File: src/rtl/lrus_pkg.sv
package lrus_pkg;

    // Operation kind chosen from the request ports each cycle.
    typedef enum logic [2:0] {
        OP_IDLE,
        OP_ACCESS,
        OP_PROBE,
        OP_FILL,
        OP_REFRESH,
        OP_DROP,
        OP_INV_MISS
    } op_e;

endpackage

File: src/rtl/lrus_tag_match.sv
module lrus_tag_match #(
    parameter int NUM_BLOCKS = 16,
    parameter int ADDR_W     = 32,
    parameter int OFF_W      = 6,
    parameter int TAG_W      = ADDR_W - OFF_W,
    parameter int IDX_W      = $clog2(NUM_BLOCKS)
) (
    input  logic [ADDR_W-1:0]                   addr,
    input  logic [NUM_BLOCKS-1:0][TAG_W-1:0]    tags,
    input  logic [NUM_BLOCKS-1:0]               valid,
    output logic [NUM_BLOCKS-1:0]               match,
    output logic                                hit,
    output logic [IDX_W-1:0]                    way
);

    localparam logic [ADDR_W-1:0] OFF_MASK = ADDR_W'((64'd1 << OFF_W) - 64'd1);

    logic [ADDR_W-1:0] aligned;

    assign aligned = addr & ~OFF_MASK;

    // One comparator per entry, all in parallel.
    for (genvar e = 0; e < NUM_BLOCKS; e++) begin : g_cmp
        assign match[e] = valid[e] && ({tags[e], {OFF_W{1'b0}}} == aligned);
    end

    assign hit = |match;

    // OR-encode; the match vector holds at most one set bit.
    always_comb begin
        way = '0;
        for (int e = 0; e < NUM_BLOCKS; e++) begin
            if (match[e]) begin
                way = way | IDX_W'(e);
            end
        end
    end

endmodule

File: src/rtl/lrus_recency.sv
module lrus_recency #(
    parameter int NUM_BLOCKS = 16,
    parameter int IDX_W      = $clog2(NUM_BLOCKS)
) (
    input  logic                                clk,
    input  logic                                rst_n,
    input  logic                                move_front,
    input  logic                                move_back,
    input  logic [IDX_W-1:0]                    sel_way,
    output logic [NUM_BLOCKS-1:0][IDX_W-1:0]    order,
    output logic [NUM_BLOCKS-1:0][IDX_W-1:0]    rank
);

    localparam int LAST = NUM_BLOCKS - 1;

    logic [NUM_BLOCKS-1:0][IDX_W-1:0] order_q;
    logic [NUM_BLOCKS-1:0][IDX_W-1:0] order_d;
    logic [IDX_W-1:0]                 sel_pos;
    int                               sel_i;

    // Position of each entry: inverse of the order array.
    always_comb begin
        rank = '0;
        for (int p = 0; p < NUM_BLOCKS; p++) begin
            rank[order_q[p]] = IDX_W'(p);
        end
    end

    assign sel_pos = rank[sel_way];
    assign sel_i   = int'(sel_pos);

    always_comb begin
        order_d = order_q;
        if (move_front) begin
            order_d[0] = sel_way;
            for (int p = 1; p < NUM_BLOCKS; p++) begin
                if (p <= sel_i) begin
                    order_d[p] = order_q[p-1];
                end
            end
        end else if (move_back) begin
            for (int p = 0; p < LAST; p++) begin
                if (p >= sel_i) begin
                    order_d[p] = order_q[p+1];
                end
            end
            order_d[LAST] = sel_way;
        end
    end

    always_ff @(posedge clk) begin
        if (!rst_n) begin
            for (int p = 0; p < NUM_BLOCKS; p++) begin
                order_q[p] <= IDX_W'(p);
            end
        end else begin
            order_q <= order_d;
        end
    end

    assign order = order_q;

endmodule

File: src/rtl/lrus_stat_counters.sv
module lrus_stat_counters #(
    parameter int NUM_SIZES = 3,
    parameter int CNT_W     = 16
) (
    input  logic                            clk,
    input  logic                            rst_n,
    input  logic                            count_en,
    input  logic                            hit_full,
    input  logic [NUM_SIZES-1:0]            mask,
    output logic [(NUM_SIZES+1)*CNT_W-1:0]  hit_count,
    output logic [(NUM_SIZES+1)*CNT_W-1:0]  miss_count,
    output logic [CNT_W-1:0]                access_count
);

    logic [CNT_W-1:0] acc_q;

    for (genvar s = 0; s <= NUM_SIZES; s++) begin : g_cap
        logic             in_cap;
        logic [CNT_W-1:0] hit_q;
        logic [CNT_W-1:0] miss_q;

        if (s == NUM_SIZES) begin : g_full
            assign in_cap = hit_full;
        end else begin : g_part
            assign in_cap = mask[s];
        end

        always_ff @(posedge clk) begin
            if (!rst_n) begin
                hit_q  <= '0;
                miss_q <= '0;
            end else if (count_en) begin
                if (in_cap) begin
                    hit_q <= hit_q + CNT_W'(1);
                end else begin
                    miss_q <= miss_q + CNT_W'(1);
                end
            end
        end

        assign hit_count[s*CNT_W +: CNT_W]  = hit_q;
        assign miss_count[s*CNT_W +: CNT_W] = miss_q;
    end

    always_ff @(posedge clk) begin
        if (!rst_n) begin
            acc_q <= '0;
        end else if (count_en) begin
            acc_q <= acc_q + CNT_W'(1);
        end
    end

    assign access_count = acc_q;

endmodule

File: src/rtl/lrus_tag_store.sv
module lrus_tag_store
    import lrus_pkg::*;
#(
    parameter int NUM_BLOCKS  = 16,
    parameter int ADDR_W      = 32,
    parameter int BLK_BYTES   = 64,
    parameter int BASE_BLOCKS = 2,
    parameter int NUM_SIZES   = 3,
    parameter int CNT_W       = 16,
    localparam int IDX_W      = $clog2(NUM_BLOCKS),
    localparam int OFF_W      = $clog2(BLK_BYTES),
    localparam int TAG_W      = ADDR_W - OFF_W
) (
    input  logic                            clk,
    input  logic                            rst_n,
    input  logic                            acc_valid,
    input  logic                            acc_probe,
    input  logic [ADDR_W-1:0]               acc_addr,
    input  logic                            ins_valid,
    input  logic [ADDR_W-1:0]               ins_addr,
    input  logic                            inv_valid,
    input  logic [ADDR_W-1:0]               inv_addr,
    output logic                            hit,
    output logic [IDX_W-1:0]                hit_way,
    output logic [NUM_SIZES-1:0]            hit_mask,
    output logic [IDX_W-1:0]                victim_way,
    output logic                            victim_valid,
    output logic [(NUM_SIZES+1)*CNT_W-1:0]  hit_count,
    output logic [(NUM_SIZES+1)*CNT_W-1:0]  miss_count,
    output logic [CNT_W-1:0]                access_count
);

    // Storage
    logic [NUM_BLOCKS-1:0][TAG_W-1:0] tag_q;
    logic [NUM_BLOCKS-1:0]            valid_q;

    // Lookup results
    logic [NUM_BLOCKS-1:0] acc_match;
    logic                  acc_hit;
    logic [IDX_W-1:0]      acc_way;
    logic [ADDR_W-1:0]     upd_addr;
    logic [NUM_BLOCKS-1:0] upd_match;
    logic                  upd_hit;
    logic [IDX_W-1:0]      upd_way;

    // Recency
    logic [NUM_BLOCKS-1:0][IDX_W-1:0] order;
    logic [NUM_BLOCKS-1:0][IDX_W-1:0] rank;
    logic [IDX_W-1:0]                 acc_rank;

    // Control
    op_e              op;
    logic             move_front;
    logic             move_back;
    logic [IDX_W-1:0] sel_way;
    logic             count_en;
    logic             write_tag;
    logic             clear_valid;

    lrus_tag_match #(
        .NUM_BLOCKS (NUM_BLOCKS),
        .ADDR_W     (ADDR_W),
        .OFF_W      (OFF_W),
        .TAG_W      (TAG_W),
        .IDX_W      (IDX_W)
    ) u_acc_match (
        .addr  (acc_addr),
        .tags  (tag_q),
        .valid (valid_q),
        .match (acc_match),
        .hit   (acc_hit),
        .way   (acc_way)
    );

    // Insert and invalidate share one comparator bank; invalidate wins.
    assign upd_addr = inv_valid ? inv_addr : ins_addr;

    lrus_tag_match #(
        .NUM_BLOCKS (NUM_BLOCKS),
        .ADDR_W     (ADDR_W),
        .OFF_W      (OFF_W),
        .TAG_W      (TAG_W),
        .IDX_W      (IDX_W)
    ) u_upd_match (
        .addr  (upd_addr),
        .tags  (tag_q),
        .valid (valid_q),
        .match (upd_match),
        .hit   (upd_hit),
        .way   (upd_way)
    );

    lrus_recency #(
        .NUM_BLOCKS (NUM_BLOCKS),
        .IDX_W      (IDX_W)
    ) u_recency (
        .clk        (clk),
        .rst_n      (rst_n),
        .move_front (move_front),
        .move_back  (move_back),
        .sel_way    (sel_way),
        .order      (order),
        .rank       (rank)
    );

    // Operation decode: fixed priority invalidate > insert > access.
    always_comb begin
        if (inv_valid) begin
            op = upd_hit ? OP_DROP : OP_INV_MISS;
        end else if (ins_valid) begin
            op = upd_hit ? OP_REFRESH : OP_FILL;
        end else if (acc_valid) begin
            op = acc_probe ? OP_PROBE : OP_ACCESS;
        end else begin
            op = OP_IDLE;
        end
    end

    // Actions per operation kind.
    always_comb begin
        move_front  = 1'b0;
        move_back   = 1'b0;
        sel_way     = '0;
        count_en    = 1'b0;
        write_tag   = 1'b0;
        clear_valid = 1'b0;
        unique case (op)
            OP_ACCESS: begin
                move_front = acc_hit;
                sel_way    = acc_way;
                count_en   = 1'b1;
            end
            OP_FILL: begin
                move_front = 1'b1;
                sel_way    = victim_way;
                write_tag  = 1'b1;
            end
            OP_REFRESH: begin
                move_front = 1'b1;
                sel_way    = upd_way;
            end
            OP_DROP: begin
                move_back   = 1'b1;
                sel_way     = upd_way;
                clear_valid = 1'b1;
            end
            OP_IDLE, OP_PROBE, OP_INV_MISS: begin
            end
            default: begin
            end
        endcase
    end

    // Tag and valid storage.
    always_ff @(posedge clk) begin
        if (!rst_n) begin
            valid_q <= '0;
            tag_q   <= '0;
        end else begin
            if (write_tag) begin
                valid_q[victim_way] <= 1'b1;
                tag_q[victim_way]   <= ins_addr[ADDR_W-1:OFF_W];
            end
            if (clear_valid) begin
                valid_q[upd_way] <= 1'b0;
            end
        end
    end

    // Results
    assign acc_rank     = rank[acc_way];
    assign hit          = acc_valid && acc_hit;
    assign hit_way      = acc_way;
    assign victim_way   = order[NUM_BLOCKS-1];
    assign victim_valid = valid_q[victim_way];

    for (genvar i = 0; i < NUM_SIZES; i++) begin : g_mask
        localparam int CAP = BASE_BLOCKS << i;
        assign hit_mask[i] = hit && (int'(acc_rank) < CAP);
    end

    lrus_stat_counters #(
        .NUM_SIZES (NUM_SIZES),
        .CNT_W     (CNT_W)
    ) u_stats (
        .clk          (clk),
        .rst_n        (rst_n),
        .count_en     (count_en),
        .hit_full     (acc_hit),
        .mask         (hit_mask),
        .hit_count    (hit_count),
        .miss_count   (miss_count),
        .access_count (access_count)
    );

endmodule

File: config.mk
export PLATFORM = sky130hd
export DESIGN_NAME = lrus_tag_store
export DESIGN_NICKNAME = d
export VERILOG_FILES = /design/src/rtl/lrus_pkg.sv /design/src/rtl/lrus_tag_match.sv /design/src/rtl/lrus_recency.sv /design/src/rtl/lrus_stat_counters.sv /design/src/rtl/lrus_tag_store.sv
export SDC_FILE = /design/constraint.sdc
export NUM_CORES = 2
export LEC_CHECK = 0
export ABC_AREA = 1
export ABC_CLOCK_PERIOD_IN_PS = 4600
export CAP_MARGIN = 0
export CELL_PAD_IN_SITES_DETAIL_PLACEMENT = 2
export CELL_PAD_IN_SITES_GLOBAL_PLACEMENT = 2
export CORE_ASPECT_RATIO = 1.1
export CORE_MARGIN = 4
export CORE_UTILIZATION = 33
export CTS_CLUSTER_SIZE = 10
export DETAILED_ROUTE_END_ITERATION = 8
export PLACE_DENSITY = 0.85
export SLEW_MARGIN = 20
export SYNTH_ARGS = -nofsm -noshare
export SYNTH_HDL_FRONTEND = slang
export SYNTH_SLANG_ARGS = --single-unit
File: constraint.sdc
create_clock -name clk -period 4.6 [get_ports clk]
set_input_delay 0.46 -clock clk [delete_from_list [all_inputs] [get_ports clk]]
set_output_delay 0.46 -clock clk [all_outputs]
set_load 0.005 [all_outputs]
==> key figures <==
Status
  • Outcome: complete, but fails checks
  • Violated checks: max-capacitance violations, max-slew violations, negative setup slack

Layout
  • Fraction of layout cells with a size suffix above 1: between 20 and 25%
  • Design area: between 0.06 and 0.07 sq mm
  • Final Util: between 40% and 50%
  • Area grow syn2layout: 38.7%
  • NumNets Final: ~8,600

STA
  • Max Slew Vio Count: 2
  • Min cycle time layout: 5.61 ns
  • Setup violations, final: about 120
  • RSZ-0062 raised after global routing: yes
  • Slew headroom: -6.92%
  • Final period utilization: 122%
  • Clock skew: ~0.063 ns
  • Worst Tran Pin Value: roughly 1.6 ns
  • Hold Fails Final Rpt: 0
  • Hold_ws: about 0.17 ns
  • Fmax: 178 MHz
  • Final WS setup: -1.01 ns

Drt
  • Initial DRC count: approximately 8,600
  • Via count: a little under 70,000
  • Top routing layer in use: met5
  • Via-per-instance ratio: 6.68
  • WL/cell: between 40 and 50 microns
  • Met3 wire length: about 48,000 microns
  • Routed wl met2: ~170,000 microns
  • Routed Wire Length: between 400,000 and 500,000 microns
  • WL met1: 135,000 microns
  • Pre-Repair DR Iteration Count: 8
  • Final ANT Viol Nets: 0
  • # DRC: 0

Floorplan
  • Rows: 141
  • Die width: 359 microns
  • I/O Pins: 259
  • Core area: 0.134 sq mm
  • Die ar.: 0.141 sq mm
  • Initial core utilization: 33.3%
  • Die Ht: between 300 and 400 microns

Power and ir drop
  • Pint: about 11 mW
  • Leak: 27.0 nW
  • Switching power: around 7.5 mW
  • Combinational power share: 30.3%
  • Sequential share of power: between 30% and 40%
  • PD cells: 302 mW/mm^2
  • Sw Share: ~40%
  • Clock Power Share: a little under two fifths
  • Max VDD drop: about 0.34 mV

Clock network
  • Clk sink count: 640
  • H-tree levels: 3
  • CTS Hold Bufs: 0
  • Clk root buf: clkbuf_16
  • Clock buffer depth: 3
  • Clock latency on the worst-skew pair: roughly 0.8 ns
  • CTS tree: done
  • Worst-path clk slew: roughly 0.06 ns
  • CTS Buf Count: 84

Place
  • Post-DP HPWL: 275,000 microns
  • PortBufs: 240
  • Pre-CTS WS: -1.26 ns
  • Placed instance area: approximately 0.056 sq mm
  • Gpl congestion: roughly 1.1

Synth
  • Synth Flop Type: dfxtp_1
  • Share of the synthesized area in the top cell type: between 20% and 30%
  • Synthesized cell area: 0.0447 sq mm
  • Average size of a mapped cell: 5.91 sq um
  • Yosys cell types: 61
  • Number of synthesized flops with an enable pin: 0
  • Cell taking the most area after synthesis: dfxtp_1
  • Asr flop ratio synth: 0%
  • Sequential share of the synthesized area: 28.7%
  • FF+latch count, synth: 640
  • Post-Syn Nets: approximately 7,700
  • Synth area leaders: dfxtp_1, nand2_1, nor2_1
  • Yosys warning total: 0
  • Synth Instances: roughly 7,600

Setup path
  • Slowest CP cell: nor2_1
  • CP peak stage delay: 0.56 ns
  • Data required, critical path: about 5.2 ns
  • Crit path launch type: primary input
  • Worst setup path class: in2reg
  • Critical path's most frequent cell: nand2_1
  • Crit-path max FO: 16
  • Arrival time at the worst endpoint: roughly 6.2 ns
  • Crit path capture type: flop

Global route
  • Initial antenna violation count: 52
  • GR Overflow Total: 0
  • Vias in the first global route: between 60,000 and 70,000
  • First-pass GRT wire length: between 500,000 and 600,000 microns
  • Total track usage: about half
  • Largest net degree at the start of global routing: 188

Hold path
  • Hold WC Path Type: in2reg

Job
  • Number of max-cap violations: 1
[final cells by class]
cell class              count  area, sq um
repair buffers           1218        12200
flip-flops and latches    640        13000
diodes                     41          103
multi-input cells        5631        28200
well taps                1787         2240
inverters                 942         3600
clock inverters            24          348
clock buffers             112         2350
fillers                 16100        72400
[placed cells by master (no fill, tap or decap), types with 14 or more instances in the layout]
cell,Yosys,routed
clkbuf_16,0,90
o211ai_1,21,21
inv_2,48,78
buf_4,54,752
nand3b_1,26,26
inv_1,878,839
nor4_1,38,33
nand2_2,21,96
o21ai_1,26,29
nand3_1,230,205
buf_6,17,41
nand2_4,10,29
xor2_1,106,103
dlygate4sd2_1,0,15
xnor2_1,79,63
o21ai_0,648,641
nor2_1,1062,908
buf_12,0,175
dfxtp_2,0,92
o2111ai_1,15,15
dfxtp_4,0,21
nand3_2,8,26
nor2_4,7,48
nor2_2,12,125
nor3_1,85,75
o21a_1,31,31
nand2_1,2000,1900
nand4_1,180,180
diode_2,0,41
a21oi_1,612,609
o22ai_1,278,268
a31oi_1,21,20
dfxtp_1,640,527
xnor2_2,0,14
clkdlybuf4s50_1,0,209
clkbuf_1,188,15
[metrics by stage]
step / setup TNS (ns) / total power [mW] / cells
4_1_cts: 0 / 17.7 / 10300
6_report: -60.52 / 18.8 / 10400
3_3_place_gp: -78.15 / 10.6 / 10100
5_1_grt: -62.67 / 18.9 / 10400
2_1_floorplan: 0 / 7.94 / 7563
3_5_place_dp: -139.44 / 10.8 / 10100
[layer usage]
| layer | vias to the layer above | global-route usage [%] |
|---|---|---|
| met5 | - | 0 |
| met4 | 30 | 56.7 |
| met3 | 3151 | 14.3 |
| met2 | 6037 | 79.7 |
| met1 | 33600 | 54.0 |
| li1 | 26600 | - |
[cell usage after synthesis, types with 12 or more instances]
cell type / count
inv_1: 878
nor3_1: 85
o21a_1: 31
clkinv_1: 14
o21ai_0: 648
a31oi_1: 21
o22ai_1: 278
nor4_1: 38
nand3b_1: 26
buf_4: 54
clkbuf_1: 188
nand3_1: 230
nand2_2: 21
xor2_1: 106
nand2_1: 2000
dfxtp_1: 640
a21oi_1: 612
o21ai_1: 26
inv_2: 48
nor2_2: 12
buf_2: 84
o211ai_1: 21
buf_6: 17
nor2_1: 1062
o2111ai_1: 15
nand4_1: 180
xnor2_1: 79
[path summary, 6_finish.rpt]
path / startpoint / to / slack [ns] / cells past startpoint
max: inv_valid / u_recency.order[6] / -1.01 / 33
min: rst_n / u_stats.g_cap[0].miss_q[15] / 0.17 / 3
max reg2reg: valid_q[7] / u_stats.g_cap[0].hit_q[8] / -0.99 / 27
min reg2reg: valid_q[6] / valid_q[6] / 0.52 / 1
[worst max-delay path: cells and delay by family]
family / cells / cell delay, ns
AOI/OAI and AO/OA: 3 / 0.35
buffers and inverters: 8 / 1.65
and+or+nand+nor: 22 / 3.66
[state kept, by name (all words and copies together), names as in the netlist]
| signal | count |
|---|---|
| tag_q | 416 |
| u_recency.order | 64 |
| u_stats.g_cap.hit_q | 64 |
| u_stats.g_cap.miss_q | 64 |
| u_stats.access_count | 16 |
| valid_q | 16 |
[power by group through the flow]
stage	Combinational (mW)	Clock, mW	Sequential, mW
finish	5.69	7.20	5.87
global route	5.71	7.32	5.87
CTS	4.94	6.96	5.85
detailed placement	4.80	0	5.97
global placement	4.67	0	5.96
floorplan	2.06	0	5.88
[cells by family after synthesis]
kind of cell / Yosys count / synth area share, %
fa+ha+maj: 9 / 0.252
simple gates: 3725 / 34.6
buf+inv: 1292 / 11.8
xor+xnor: 185 / 3.62
flops: 640 / 28.7
compound gates: 1712 / 21.1
[timing repair]
| action | 4_1_cts | 5_1_grt |
|---|---|---|
| endpoints found under the setup margin | 124 | 122 |
| resized for setup | 173 | 485 |
| pin swaps | 32 | 112 |
| setup buffers | 26 | 61 |
| cloned | 0 | 5 |
(Power assumes the default switching activity.)
